## src/rtl/alu_status_pkg.sv

```systemverilog
package alu_status_pkg;
   typedef enum logic [3:0] {
      OP_MOVF  = 4'd0,
      OP_MOVWF = 4'd1,
      OP_ADD   = 4'd2,
      OP_SUB   = 4'd3,
      OP_AND   = 4'd4,
      OP_OR    = 4'd5,
      OP_XOR   = 4'd6,
      OP_COMF  = 4'd7,
      OP_RLC   = 4'd8,
      OP_RRC   = 4'd9,
      OP_BSET  = 4'd10,
      OP_BCLR  = 4'd11,
      OP_NOP   = 4'd15
   } alu_op_e;

   typedef struct packed {
      logic c;
      logic dc;
      logic z;
   } flag_t;
endpackage

```

## src/rtl/alu_status_core.sv

```systemverilog
module alu_status_core
   import alu_status_pkg::*;
#(
   parameter int DATA_W = 8,
   localparam int HALF_W = DATA_W / 2,
   localparam int BIT_W = $clog2(DATA_W)
) (
   input  alu_op_e           op,
   input  logic [DATA_W-1:0] w_val,
   input  logic [DATA_W-1:0] f_val,
   input  logic              c_in,
   input  logic [BIT_W-1:0]  bit_idx,
   output logic [DATA_W-1:0] res,
   output flag_t             flags,
   output flag_t             affects
);
   logic              is_sub;
   logic [DATA_W-1:0] addend;
   logic [DATA_W:0]   full_sum;
   logic [HALF_W:0]   half_sum;

   assign is_sub   = (op == OP_SUB);
   assign addend   = is_sub ? ~w_val : w_val;
   assign full_sum = {1'b0, f_val} + {1'b0, addend} + {{DATA_W{1'b0}}, is_sub};
   assign half_sum = {1'b0, f_val[HALF_W-1:0]} + {1'b0, addend[HALF_W-1:0]}
                   + {{HALF_W{1'b0}}, is_sub};

   always_comb begin
      res     = f_val;
      flags   = '0;
      affects = '0;
      unique case (op)
         OP_MOVF:  begin res = f_val; affects.z = 1'b1; end
         OP_MOVWF: res = w_val;
         OP_ADD, OP_SUB: begin
            res      = full_sum[DATA_W-1:0];
            flags.c  = full_sum[DATA_W];
            flags.dc = half_sum[HALF_W];
            affects  = '1;
         end
         OP_AND:  begin res = f_val & w_val; affects.z = 1'b1; end
         OP_OR:   begin res = f_val | w_val; affects.z = 1'b1; end
         OP_XOR:  begin res = f_val ^ w_val; affects.z = 1'b1; end
         OP_COMF: begin res = ~f_val;        affects.z = 1'b1; end
         OP_RLC: begin
            res       = {f_val[DATA_W-2:0], c_in};
            flags.c   = f_val[DATA_W-1];
            affects.c = 1'b1;
         end
         OP_RRC: begin
            res       = {c_in, f_val[DATA_W-1:1]};
            flags.c   = f_val[0];
            affects.c = 1'b1;
         end
         OP_BSET: res = f_val | (DATA_W'(1) << bit_idx);
         OP_BCLR: res = f_val & ~(DATA_W'(1) << bit_idx);
         default: res = f_val;
      endcase
      flags.z = (res == '0);
   end
endmodule

```

## src/rtl/alu_status_route.sv

```systemverilog
module alu_status_route
   import alu_status_pkg::*;
(
   input  logic    valid,
   input  alu_op_e op,
   input  logic    dest_sel,
   output logic    to_w,
   output logic    to_f
);
   always_comb begin
      to_w = 1'b0;
      to_f = 1'b0;
      if (valid) begin
         case (op)
            OP_MOVWF, OP_BSET, OP_BCLR: to_f = 1'b1;
            OP_MOVF, OP_ADD, OP_SUB, OP_AND, OP_OR, OP_XOR, OP_COMF,
            OP_RLC, OP_RRC: begin
               to_w = ~dest_sel;
               to_f = dest_sel;
            end
            default: ;
         endcase
      end
   end
endmodule

```

## src/rtl/alu_status_reg.sv

```systemverilog
module alu_status_reg
   import alu_status_pkg::*;
#(
   parameter int DATA_W = 8,
   parameter int C_POS  = 0,
   parameter int DC_POS = 1,
   parameter int Z_POS  = 2
) (
   input  logic              clk,
   input  logic              rst_n,
   input  logic              upd_en,
   input  logic              wr_direct,
   input  logic [DATA_W-1:0] wr_val,
   input  flag_t             flags,
   input  flag_t             affects,
   output logic [DATA_W-1:0] stat
);
   logic [DATA_W-1:0] stat_nxt;

   always_comb begin
      stat_nxt = wr_direct ? wr_val : stat;
      if (affects.c)  stat_nxt[C_POS]  = flags.c;
      if (affects.dc) stat_nxt[DC_POS] = flags.dc;
      if (affects.z)  stat_nxt[Z_POS]  = flags.z;
   end

   always_ff @(posedge clk or negedge rst_n) begin
      if (!rst_n)      stat <= '0;
      else if (upd_en) stat <= stat_nxt;
   end
endmodule

```

## src/rtl/alu_status_unit.sv

```systemverilog
module alu_status_unit
   import alu_status_pkg::*;
#(
   parameter int DATA_W   = 8,
   parameter int C_POS    = 0,
   parameter int DC_POS   = 1,
   parameter int Z_POS    = 2,
   parameter int BANK_POS = 4,
   parameter int PAGE_POS = 6,
   localparam int BIT_W   = $clog2(DATA_W)
) (
   input  logic              clk,
   input  logic              rst_n,
   input  logic              op_valid,
   input  logic [3:0]        op_code,
   input  logic              dest_f,
   input  logic              f_is_status,
   input  logic [BIT_W-1:0]  bit_sel,
   input  logic [DATA_W-1:0] w_in,
   input  logic [DATA_W-1:0] f_in,
   output logic [DATA_W-1:0] res_out,
   output logic              w_we,
   output logic              f_we,
   output logic [DATA_W-1:0] status_out,
   output logic              rom_page,
   output logic              ram_bank
);
   generate
      if (DATA_W < 4 || (DATA_W % 2) != 0) begin : g_bad_width
         $error("DATA_W must be even and at least 4");
      end
      if (C_POS >= DATA_W || DC_POS >= DATA_W || Z_POS >= DATA_W ||
          BANK_POS >= DATA_W || PAGE_POS >= DATA_W) begin : g_bad_pos
         $error("status bit position outside the data width");
      end
      if (C_POS == DC_POS || C_POS == Z_POS || DC_POS == Z_POS) begin : g_flag_clash
         $error("flag positions must be distinct");
      end
   endgenerate

   alu_op_e op;
   flag_t   flags, affects, affects_gated;
   logic    wr_status;

   assign op = alu_op_e'(op_code);

   alu_status_core #(.DATA_W(DATA_W)) u_core (
      .op(op), .w_val(w_in), .f_val(f_in), .c_in(status_out[C_POS]),
      .bit_idx(bit_sel), .res(res_out), .flags(flags), .affects(affects)
   );

   alu_status_route u_route (
      .valid(op_valid), .op(op), .dest_sel(dest_f), .to_w(w_we), .to_f(f_we)
   );

   assign wr_status     = f_we & f_is_status;
   assign affects_gated = (op_valid && op != OP_NOP) ? affects : '0;

   alu_status_reg #(
      .DATA_W(DATA_W), .C_POS(C_POS), .DC_POS(DC_POS), .Z_POS(Z_POS)
   ) u_stat (
      .clk(clk), .rst_n(rst_n), .upd_en(op_valid), .wr_direct(wr_status),
      .wr_val(res_out), .flags(flags), .affects(affects_gated), .stat(status_out)
   );

   assign rom_page = status_out[PAGE_POS];
   assign ram_bank = status_out[BANK_POS];
endmodule

```

## config.mk

```make
export PLATFORM = sky130hd
export DESIGN_NAME = alu_status_unit
export DESIGN_NICKNAME = d
export VERILOG_FILES = /design/src/rtl/alu_status_pkg.sv /design/src/rtl/alu_status_core.sv /design/src/rtl/alu_status_route.sv /design/src/rtl/alu_status_reg.sv /design/src/rtl/alu_status_unit.sv
export SDC_FILE = /design/constraint.sdc
export NUM_CORES = 1
export LEC_CHECK = 0
export ABC_AREA = 1
export BUFFER_PORTS_ARGS = -buffer_cell sky130_fd_sc_hd__buf_2
export CAP_MARGIN = 20
export CORE_MARGIN = 5
export CORE_UTILIZATION = 45
export CTS_CLUSTER_SIZE = 28
export DETAILED_ROUTE_END_ITERATION = 16
export PLACE_DENSITY = 0.79
export SYNTH_ARGS = -nofsm -noshare
export SYNTH_HDL_FRONTEND = slang
export SYNTH_SLANG_ARGS = --single-unit
```

## constraint.sdc

```tcl
create_clock -name clk -period 6.7 [get_ports clk]
set_clock_uncertainty 0.1 [all_clocks]
set_input_delay 1.34 -clock clk [delete_from_list [all_inputs] [get_ports clk]]
set_output_delay 1.34 -clock clk [all_outputs]
set_load 0.005 [all_outputs]
```

==> After elaboration in Yosys (flattened, before gate mapping) <==
Index checks and enable logic that the tools add are counted.
{ "totals": {"ff_bits": 8, "out_inout_bits": 20, "input_bits": 28} }
{ "op_classes": {"n_shift": 1, "reduce_logical": 15, "n_bitwise": 10, "n_eq_ne": 12, "n_mux": 16, "addsub": 4} }
{ "ops": {"columns": ["op", "count"], "rows": [
  ["case mux 8 bit (10 select lines)", 1],
  ["NOT 8 bit", 3],
  ["bitwise AND 8 bit", 2],
  ["equality test 4 x 3 -> 1 bit (second input constant)", 4],
  ["equality test 4 bit (second input constant)", 4],
  ["OR 8 bit", 2],
  ["two-way mux 1 bit", 10],
  ["adder 8 x 8 -> 9 bit", 1],
  ["adder 9 x 1 -> 9 bit", 1],
  ["OR reduction 9 bit", 1],
  ["equality test 4 x 2 -> 1 bit (second input constant)", 2],
  ["logical NOT 8 bit", 1],
  ["two-way mux 8 bit", 1],
  ["AND reduction 2 bit", 4],
  ["<< shifter 1 x 3 -> 8 bit (first input constant)", 1],
  ["bitwise XOR 8 bit", 1],
  ["OR reduction 7 bit", 1],
  ["two-way mux 3 bit", 2],
  ["nonzero test 2 bit", 3],
  ["adder 4 x 4 -> 5 bit", 1],
  ["adder 5 x 1 -> 5 bit", 1],
  ["equality test 4 x 1 -> 1 bit (second input constant)", 1],
  ["logical NOT 4 bit", 1],
  ["inequality test 4 bit (second input constant)", 1],
  ["other kinds (8)", 8]
]} }

==> Longest topological paths before layout <==
{ "depth": {"ltp_word": 7, "mapped_depth": 20} }

==> Cells and area by module <==
Synthesis repeated with hierarchy kept, for this count alone.
{ "unflattened": {"hier_cells": 379, "area_unflattened_um2": 1964.4} }
{ "modules_own_cells": {"columns": ["module", "seq_area_each_um2", "cells_per_inst", "area_each_um2", "instances"], "rows": [
  ["alu_status_core", 0.0, 297, 1428.9, 1],
  ["alu_status_reg", 200.2, 53, 392.9, 1],
  ["alu_status_route", 0.0, 15, 76.3, 1],
  ["alu_status_unit", 0.0, 14, 66.3, 1]
]} }

==> Least setup slack after synthesis <==
OpenSTA, ideal clock, no wires.
{ "synth_path": {"kind": "input to output", "startpoint": "in op_code[1]", "endpoint": "out res_out[6]", "path_buffers": 1, "setup_slack_ns": 2.211, "arrival_time_ns": 3.049, "cell_stages": 14, "t_required_ns": 5.260, "cell_sequence": "buf_4 -> nand2_4 -> nor2_8 -> xor2_1 -> inv_1 -> fa_1 -> inv_1 -> nand3_1 -> nand2_1 -> inv_1 -> o21bai_1 -> nand2_1 -> nand3_1 -> nand3_2"} }
{ "synth_via": {"elab_chain_cells": 5, "elab_cells_between_ends": 16, "cone_classes": "2 x add/sub; 11 x eq/ne; 2 x mux; 1 x reduce/logical"} }
{ "synth_rtl": {"columns": ["item", "line_no", "rtl"], "rows": [
  ["start, declared", "alu_status_unit.sv:15", "input logic [3:0] op_code,"],
  ["equality test 4 x 2 -> 1 bit", "alu_status_core.sv:22, alu_status_core.sv:32", null],
  ["two-way mux 8 bit", "alu_status_core.sv:23", "assign addend = is_sub ? ~w_val : w_val;"],
  ["adder 8 x 8 -> 9 bit", "alu_status_core.sv:24", "assign full_sum = {1'b0, f_val} + {1'b0, addend} + {{DATA_W{1'b0}}, is_sub};"],
  ["adder 9 x 1 -> 9 bit", "alu_status_core.sv:24", null],
  ["case mux 8 bit (10 select lines) (*)", "alu_status_core.sv:32", "unique case (op)"],
  ["end, declared", "alu_status_unit.sv:21", "output logic [DATA_W-1:0] res_out,"]
]} }
Mark *: on every way between the ends. The rest lies on a longest branch, timed or not.

==> Worst setup path in the final report <==
{ "layout_path": {"startpoint": "in op_code[3]", "endpoint": "out res_out[6]"} }
Same word-level chain as after synthesis.

==> results.md <==
- Critical path launch point type: primary input
- DIE WIDTH: 76.2 um
- Final slew viol count: 0
- Clock transition at the registers of the reported paths: 0.04 ns
- Row cnt: 24
- Seq pwr share: 23.2%
- Worst path max stage delay: 0.38 ns
- Layout cells sized above 1: 18.2%
- First-pass GRT wire length: 10,600 um
- CP Class: in2out
- Finished Cell Area: 0.00226 sq mm
- Synth cell types: 40
- Ys Warns: 0
- Mapped cell area: 0.00197 sq mm
- Ant diodes: 0
- Initial core utilization: 45.9%
- Number of flip-flops in the largest register: 8
- Max-cap violations: 0
- Internal power: 164 uW
- Critical path peak fanout: 8
- Main combinational cell family by area after synthesis: simple AND/OR/NAND/NOR gates
- Layout area overhead: 15.0%
- # hold bufs at CTS: 0
- Mean Syn Cell Area: 5.35 sq um
- Post-synth EDFFs: 0
- Nets: 453
- HPWL Detailed: 5400 um
- Cell Area, Placed: 0.00222 sq mm
- Initial antenna violation count: 0
- Cells after synthesis: 368
- Post-route ant nets: 0
- Syn_nets: 407
- Setup violators final: 0
- Synth async-reset ratio: 100%
- Post-route setup TNS: 0 ns
- Detailed Route WL: 6550 um
- Detailed-route DRC error count: 0
- Number of global-route vias before repair: 2,279
- Mux contribution to synthesized area: 0%
- Critical Path, Cell by Cell: buf_2, inv_2, nand2_4, nor2_8, xor2_1, inv_1, fa_1, inv_1, nand3_1, nand2_1, inv_1, o21bai_1, nand2_1, nand3_1, nand3_2, buf_2
- Compound-Gate Fraction of Synth Area: 14.9%
- Clock latency on the worst-skew pair: 0.23 ns
- RSZ-0062 raised after global routing: false
- Min-delay worst type: reg2reg
- VDD IR max: 0.0000522 V
- CP most frequent cell: inv_1
- 1st-iter DRT viols: 284
- Via count: 2,573
- Final worst path period need: 4.98 ns
- Sequential element share of the synthesized area: 10.2%
- Final Util: 52.7%
- Sw frac: 44.4%
- Largest net degree at the start of global routing: 13
- TritonCTS clock tree: done
- Gp weighted congestion: 0.990
- Pwr per Cell Area: 130 mW/mm^2
- Tcrit/Tclk final: 74.3%
- #FFs+latches synth: 8
- # clock sinks: 8
- CTS buffer count: 3
- Worst path slowest cell: fa_1
- DR pass1 iterations: 5
- Total GRT Usage: 21.7%
- Top flop regs: u_stat.stat x8
- Htree depth: 1
- Synth Area in Simple Gates: 51.7%
- Fraction of the mapped netlist area in adder cells: 7.37%
- Least-Margin Pin Slew: 0.556 ns
- Clock root cell: clkbuf_8
- Comb power frac: 57.0%
- Drt wl/cell: 14.1 um
- Post-CTS Resized: 0
- Part of the power in the clock network: 19.8%
- Setup Buffers After CTS: 0
- Vias per inst: 5.55
- Leakage power: 0.00134 uW
- Die area: 0.00580 sq mm
- Status: completed
- Post-Synth XOR/XNOR Area: 3.11%
- Worst path required time: 5.26 ns
- GRT overflow: 0
- Slew HR: 62.8%
- Clk buf depth: 2
- Endpoint class of the critical path: primary output
- Hold Fails Final Rpt: 0
- Fmax: 0.201 GHz
- Chip height: 76.2 um
- Net switching power: 131 uW
- Ports: 48
- CP Data Arrival Time: 3.54 ns
- Primary FF master, synth: dfrtp_1
- Largest register by flop count: u_stat.stat
- PortBufs: 47
- Overall power: 295 uW
- Core area: 0.00429 sq mm
==> cells in the final DEF (no fill, tap or decap), drive strengths merged <==
master,synthesis,routed
a21o,1,1
a21oi,13,13
a221oi,1,1
a31oi,1,1
a32o,1,1
and2,2,2
buf,6,47
clkbuf,0,3
clkinv,1,1
dfrtp,8,8
fa,1,1
ha,10,10
inv,53,53
nand2,138,138
nand2b,1,1
nand3,36,36
nand3b,1,1
nand4,3,3
nor2,44,44
nor3,4,4
nor4,1,1
o2111ai,1,1
o211ai,1,1
o21ai,26,26
o21bai,3,3
o221ai,1,1
o22ai,1,1
or2,2,2
xor2,7,7
==> through the flow <==
step	instances	worst slack, ns	hold slack (ns)
4_1_cts	464	1.74	0.388
3_3_place_gp	461	1.87	0.361
5_1_grt	464	1.54	0.402
2_1_floorplan	368	2.21	0.372
3_5_place_dp	461	1.74	0.376
6_report	464	1.72	0.381
==> power groups by stage <==
stage          sequential (uW)  clock, uW  combinational (uW)
2_1_floorplan             69.5          0                 106
3_3_place_gp              68.0          0                 163
3_5_place_dp              69.3          0                 166
4_1_cts                   68.7       58.5                 166
5_1_grt                   70.7       62.0                 188
6_report                  68.4       58.4                 168
==> worst max-delay path: cells and delay by family <==
family          cells  cell delay (ns)
xor+xnor            1             0.22
buf+inv             6             0.67
compound gates      1             0.17
simple gates        7             0.74
fa+ha+maj           1             0.38
==> cell families (layout without fill, tap and decap cells) <==
logic type | Yosys count | after routing
AOI/OAI and AO/OA | 50 | 50
xor gates and xnor gates | 7 | 7
adders and majority gates | 11 | 11
buffers and inverters | 60 | 104
DFF | 8 | 8
and+or+nand+nor | 232 | 232
==> synthesized netlist by cell type, types with 3 or more instances <==
cell type	instances	area, sq um
a21oi_1	12	60.1
xor2_1	7	61.3
nand2_1	132	495
buf_4	4	30.0
nor2_2	4	25.0
o21ai_0	23	115
dfrtp_1	8	200
inv_1	48	180
nand4_1	3	18.8
nor3_1	4	20.0
inv_2	5	18.8
nand2_2	4	25.0
nor2_1	37	139
o21bai_1	3	22.5
nand3_1	35	175
ha_1	10	125
==> final cells by class <==
| type | instances | area, sq um |
|---|---|---|
| tap | 52 | 65.1 |
| multi-input combinational | 300 | 1520 |
| timing repair buffer | 47 | 235 |
| inverter | 54 | 204 |
| fill | 466 | 2030 |
| clock buffer | 3 | 41.3 |
| sequential | 8 | 200 |
==> routing by layer <==
layer | vias to the layer above | GRT usage [%] | part of all wire, %
li1 | 1262 | - | -
met1 | 1140 | 28.4 | 41
met2 | 153 | 35.2 | 45
met3 | 18 | 4.26 | 12
met4 | 0 | 7.34 | 1.8
met5 | - | 0 | 0
==> path summary, 6_finish.rpt <==
check                               startpoint        endpoint  slack (ns)  cells past startpoint
worst min register to register  u_stat.stat[5]  u_stat.stat[5]        0.38                      2
max in group asynchronous                rst_n  u_stat.stat[5]        5.48                      1
worst max-delay path                op_code[3]      res_out[6]        1.72                     16
worst max register to register  u_stat.stat[0]  u_stat.stat[2]        5.20                     11
min in group asynchronous                rst_n  u_stat.stat[3]        0.85                      1
worst min-delay path            u_stat.stat[5]  u_stat.stat[5]        0.38                      2
Note: power is estimated with default switching activity, not from simulation.
